--- config.mk ---
export PLATFORM = sky130hd
export DESIGN_NAME = pop7_stack_counter
export DESIGN_NICKNAME = d
export VERILOG_FILES = /design/src/rtl/pop7_pkg.sv /design/src/rtl/stack3_cell.sv /design/src/rtl/stack_merge.sv /design/src/rtl/therm_to_bin.sv /design/src/rtl/pop7_stack_counter.sv
export SDC_FILE = /design/constraint.sdc
export NUM_CORES = 1
export LEC_CHECK = 0
export BUFFER_PORTS_ARGS = -buffer_cell sky130_fd_sc_hd__buf_2
export CORE_AREA = 5 5 42 44
export DETAILED_ROUTE_END_ITERATION = 8
export DIE_AREA = 0 0 47 49
export PLACE_DENSITY_LB_ADDON = 0.3
export RECOVER_POWER = 25
export SLEW_MARGIN = 20
export SYNTH_ARGS = -nofsm -noshare
export SYNTH_HDL_FRONTEND = slang
export SYNTH_HIERARCHICAL = 1
export SYNTH_SLANG_ARGS = --single-unit
--- constraint.sdc ---
create_clock -name vclk -period 2.55
set_clock_uncertainty 0.1 [all_clocks]
set_input_delay 0.3825 -clock vclk [all_inputs]
set_output_delay 0.3825 -clock vclk [all_outputs]
set_load 0.005 [all_outputs]
--- src/rtl/pop7_pkg.sv ---
package pop7_pkg;
    localparam int N_IN  = 7;
    localparam int GRP_W = 3;
    localparam int CNT_W = $clog2(N_IN + 1);

    typedef logic [N_IN-1:0]  therm_t;
    typedef logic [CNT_W-1:0] cnt_t;

    typedef struct packed {
        therm_t stack;
        cnt_t   count;
    } result_t;
endpackage

--- src/rtl/stack3_cell.sv ---
// Three-input sorter: moves the ones toward bit 0 using AND/OR logic only.
module stack3_cell (
    input  logic [2:0] x_i,
    output logic [2:0] y_o
);
    always_comb begin
        y_o[0] = x_i[0] | x_i[1] | x_i[2];
        y_o[1] = (x_i[0] & x_i[1]) | (x_i[0] & x_i[2]) | (x_i[1] & x_i[2]);
        y_o[2] = x_i[0] & x_i[1] & x_i[2];
    end
endmodule

--- src/rtl/stack_merge.sv ---
// Symmetric merge of two sorted runs into one sorted run.
// Output bit k is set when run A holds at least i ones and run B holds at
// least j ones for some i+j = k+1. A count of zero is always satisfied.
module stack_merge #(
    parameter  int LA = 3,
    parameter  int LB = 3,
    localparam int LO = LA + LB
) (
    input  logic [LA-1:0] a_i,
    input  logic [LB-1:0] b_i,
    output logic [LO-1:0] m_o
);
    logic [LA:0] ax;
    logic [LB:0] bx;

    assign ax = {a_i, 1'b1};
    assign bx = {b_i, 1'b1};

    always_comb begin
        m_o = '0;
        for (int i = 0; i <= LA; i++) begin
            for (int j = 0; j <= LB; j++) begin
                if (i + j >= 1) begin
                    m_o[i + j - 1] = m_o[i + j - 1] | (ax[i] & bx[j]);
                end
            end
        end
    end
endmodule

--- src/rtl/therm_to_bin.sv ---
// Converts a thermometer code to binary by locating its single edge.
module therm_to_bin #(
    parameter  int N = 7,
    localparam int W = $clog2(N + 1)
) (
    input  logic [N-1:0] t_i,
    output logic [W-1:0] bin_o
);
    logic [N:0] tx;
    assign tx = {1'b0, t_i};

    always_comb begin
        bin_o = '0;
        for (int c = 1; c <= N; c++) begin
            if (tx[c-1] & ~tx[c]) begin
                bin_o = bin_o | W'(c);
            end
        end
    end
endmodule

--- src/rtl/pop7_stack_counter.sv ---
module pop7_stack_counter
    import pop7_pkg::*;
(
    input  logic [6:0] bits_i,
    output logic [6:0] stack_o,
    output logic [2:0] count_o
);
    localparam int PAIR_W = 2 * GRP_W;
    localparam int ODD_W  = N_IN - PAIR_W;

    logic [GRP_W-1:0]  grp_stk [2];
    logic [PAIR_W-1:0] pair_stk;
    therm_t            full_stk;
    cnt_t              full_cnt;
    result_t           res_d;

    for (genvar g = 0; g < 2; g++) begin : g_grp
        stack3_cell i_cell (
            .x_i (bits_i[g*GRP_W +: GRP_W]),
            .y_o (grp_stk[g])
        );
    end

    stack_merge #(.LA(GRP_W), .LB(GRP_W)) i_merge_pair (
        .a_i (grp_stk[0]),
        .b_i (grp_stk[1]),
        .m_o (pair_stk)
    );

    stack_merge #(.LA(PAIR_W), .LB(ODD_W)) i_merge_odd (
        .a_i (pair_stk),
        .b_i (bits_i[N_IN-1 -: ODD_W]),
        .m_o (full_stk)
    );

    therm_to_bin #(.N(N_IN)) i_enc (
        .t_i   (full_stk),
        .bin_o (full_cnt)
    );

    always_comb begin
        res_d       = '0;
        res_d.stack = full_stk;
        res_d.count = full_cnt;
    end

    assign stack_o = res_d.stack;
    assign count_o = res_d.count;
endmodule

==> results of run 1 <==
power by group:
part           internal, uW  switching [uW]
combinational          53.0            33.3
clock                     0               0
sequential                0               0
kinds of logic (layout without fill, tap and decap cells):
kind of cell    after synthesis  count (layout)  share of synthesized area, %
buf+inv                       1              25                         1.703
compound gates                9               9                         36.37
fa+ha+maj                     2               2                         9.091
simple gates                 19              19                         52.85
Yosys cell counts:
cell and n:
maj3_1 2, a211oi_1 1, nor2_1 2, a211o_1 1
and3_2 2, or4_4 1, or2_2 1, nand2_1 3
inv_1 1, and2_1 1, nor2b_1 3, nand3b_1 1
a222oi_1 1, or3_1 2, a22o_2 1, or2_1 1
nand2b_1 1, and2_2 1, a21o_2 5
critical path: stages:
cell,delay (ns)
buf_6,0.09
or3_4,0.39
or2_2,0.31
or2_1,0.25
nor2b_1,0.14
or4_4,0.47
buf_6,0.13
layout make-up:
| cell class | instances | area, um2 | share of cell area (%) |
|---|---|---|---|
| well taps | 16 | 20.02 | 4.638 |
| repair buffers | 24 | 162.7 | 37.68 |
| inverters | 1 | 3.754 | 0.8696 |
| multi-input cells | 30 | 245.2 | 56.81 |
timing repair:
item,4_1_cts,5_1_grt
resized for setup,8,2
endpoints found under the setup margin,2,1
buffers inserted,2,0
pin swaps,4,1
cloned,0,0
through the flow:
step,setup TNS (ns),worst slack (ns),cells
detailed placement,-0.1891,-0.1743,70
finish,-0.1051,-0.1051,71
global route,-0.1716,-0.1716,71
global placement,-0.1944,-0.1762,70
floorplan,0,0.1160,31
CTS,-0.1175,-0.1175,71
routing by layer:
metal,global-route usage [%],up-vias,share of wire [%]
li1,-,164,-
met5,0,-,0
met4,0,0,0
met3,1.107,0,8.0
met1,6.957,136,44
met2,9.955,8,48
worst paths after layout:
kind,start,end,slack (ns),depth (start not counted)
max,bits_i[2],count_o[0],-0.11,7
min,bits_i[6],stack_o[3],1.07,3
==> metrics, run 1 <==
antenna viol nets, final 0; antenna violations before repair 0; commonest non-fill, non-tap cell in the layout buf_2; synthesized area per cell 7.104 um2; routed wire length 742 um; failing checks setup timing; register area 0 um2; hold slack 1.071 ns; CP Class input port to primary output; area of the core 0.001401 mm2; total of max-cap violations 0; antenna cells 0; area share of the largest cell type after synthesis 19.89%; initial core utilization 15.71%; Startpoint Class input port; Critical Path AT 2.17 ns; most frequent cells in the layout buf_2, buf_4, a21o_2, buf_6, nand2_1; largest net degree at the start of global routing 8; Hold Vio Cnt, Final 0; total power 86.24 uW; chip height 49 um; worst-path maximum fanout 4; count of pins over their slew limit 0; Mapped Cells 31; port bufs 17; Syn Std Cell Area 220.2 um2; min-delay worst type input port to primary output; Final nets 64; initial DRC count 4; Warnings, synthesis 6; vias in the first global route 280; FILL cells 164; Fmax 376.6 MHz; post-synth cell types 19; Die X 47 um; net count after synthesis 38; seq_cells 0; largest cells by area after synthesis a21o_2, maj3_1, nor2b_1, and3_2, or3_1; DP Area 370.4 um2; final period utilization 104.1%; first-pass GRT wire length 1062 um; hold buffer count at CTS 0; GP Congestion 0.6425; pwr/cell area 199.8 mW/mm2; Vias/cell 4.338; die area 0.002303 mm2; DR vias 308; RSZ-0062 raised after global routing true; peak supply drop 44.97 uV; status finished, violations left; Pleak 0.0002148 uW; clock buffers 0; Rows 14; routed len/inst 10.45 um; Final Critical Period 2.655 ns; drt drc 0; Remaining Overflow, GRT 0; Area growth syn-to-layout 96.02%; Final setup viols 1; sequential fraction of the synthesis area 0%; worst path required time 2.07 ns; CP Capture Type primary output; post-route cell area 431.7 um2; Final Core Density 30.80%; cell taking the most area after synthesis a21o_2; Slew headroom 81.01%; DR pass1 iterations 4; IO Count 17; layout cells sized above 1 70.91%; fin worst setup slack -0.1051 ns; Total GRT Usage 5.544%; Worst Max-Slew Pin Slew 0.2849 ns
(Power assumes the default switching activity.)
==> run 2, diff against run 1 <==
Settings changed: ABC_AREA from default to 1.
==> run 2 against run 1 <==
Net effect: the run now ends clean; clock-buffer cell count is the same; cell count grew 42%; non-clock buffer count shrank 7; area after synthesis grew 24%; worst setup slack gained 0.75 ns; routed wire length shrank 4.3%; combinational power shrank 24%; critical endpoint unchanged.
==> metrics, run 2 <==
Setup Buffers After CTS 0; Remaining Overflow, GRT 0; initial DRC count 9; Syn Std Cell Area 272.8 um2; Fmax 525.8 MHz; GR Util met2 8.824%; vias in the first global route 273; area share of the largest cell type after synthesis 48.17%; TNS Setup 0 ns; CP Capture Type primary output; largest cells by area after synthesis nand2_1, inv_1, nand3_1, nor2_1, nor2_2; area of the core 0.001401 mm2; routed len/inst 7.030 um; RSZ-0062 raised after global routing false; IO Count 17; Critical Path AT 1.42 ns; post-CTS sizing 0; min-delay worst type input port to primary output; dpl hpwl 642.2 um; Hold Vio Cnt, Final 0; largest net degree at the start of global routing 8; most frequent cells in the layout nand2_1, buf_2, inv_1, nor2_1, nand3_1; Commonest cells post-synth nand2_1, inv_1, nor2_1, nand3_1, nor2_2; CP max-delay cell or2_1; placed cell count 101; sequential fraction of the synthesis area 0%; Final Critical Period 1.902 ns; M3 GR Usage 0%; antenna violations before repair 0; Total GRT Usage 5.544%; net count after synthesis 75; drt drc 0; routed wire length 710 um; GP Congestion 0.8459; Die X 47 um; worst path cell trace buf_2, nor2_1, nand2_1, or2_1, nand2_1, nand2_1, inv_1, nand2_1, nand2_1, inv_1, nand2_1, buf_2; register area 0 um2; CP peak stage delay 0.26 ns; met1 Use GR 8.696%; Warnings, synthesis 6; antenna cells 0; Final setup viols 0; layout cells sized above 1 22.35%; hold buffer count at CTS 0; Worst Max-Slew Pin Slew 0.2591 ns; Rows 14; status finished clean; peak supply drop 60.47 uV; CP Class input port to primary output; antenna viol nets, final 0; most used routing layer met2; synthesized area per cell 4.011 um2; worst-path maximum fanout 4; Final Non-Filler Cells 101; total of max-cap violations 0; Vias/cell 3.832; DR vias 387; chip height 49 um; final period utilization 74.58%; post-synth cell types 8; Area growth syn-to-layout 37.16%; commonest non-fill, non-tap cell in the layout nand2_1; port bufs 17; initial core utilization 19.46%; seq_cells 0; Pleak 0.0002873 uW; DP Area 377.9 um2; Slew headroom 82.66%; clock buffers 0; Mapped Cells 68; worst path required time 2.07 ns; cell taking the most area after synthesis nand2_1; Startpoint Class input port; most used cell, CP nand2_1; first-pass GRT wire length 1069 um; die area 0.002303 mm2; pwr/cell area 174.2 mW/mm2; post-route cell area 374.1 um2; FILL cells 179; Final nets 94; DR pass1 iterations 4; count of pins over their slew limit 0; top-count cell post-synth nand2_1
run 2: stage by stage:
step           setup slack (ns)  hold WS (ns)  total power, uW  util (%)
6_report                 0.6482         1.027            65.15     26.70
3_5_place_dp             0.6386         1.035            66.58     26.96
5_1_grt                  0.4435         1.083            76.70     26.70
4_1_cts                  0.6328         1.035            66.68     26.96
3_3_place_gp             0.6491         1.032            65.24     26.96
2_1_floorplan            0.9213        0.7524            40.09         -
run 2: path summary, 6_finish.rpt:
check | start | slack [ns] | to | depth (start not counted)
max | bits_i[1] | 0.65 | count_o[0] | 12
min | bits_i[6] | 1.03 | stack_o[0] | 4
run 2: cell type report:
| cell class | count | area, um2 | share of cell area [%] |
|---|---|---|---|
| Tap cell | 16 | 20.02 | 5.351 |
| Inverter | 16 | 60.06 | 16.05 |
| Timing Repair Buffer | 17 | 83.83 | 22.41 |
| Multi-Input combinational cell | 52 | 210.2 | 56.19 |
run 2: power by group:
part	switching [uW]	internal, uW	total (uW)
Clock	0	0	0
Combinational	38.0	27.2	65.2
Sequential	0	0	0
Total	38.0	27.2	65.2
run 2: cell families after synthesis:
kind of cell | count (synthesis) | share of synthesized area (%)
AND/OR/NAND/NOR | 52 | 77.99
buffers and inverters | 16 | 22.02
run 2: critical path: cells and delay by family:
| family | cells | cell delay [ns] |
|---|---|---|
| buf+inv | 4 | 0.31 |
| simple gates | 8 | 0.73 |
run 2: per-layer routing:
layer	part of all wire, %	up-vias
li1	-	228
met1	48	147
met2	42	12
met3	10	0
met4	0	0
met5	0	-
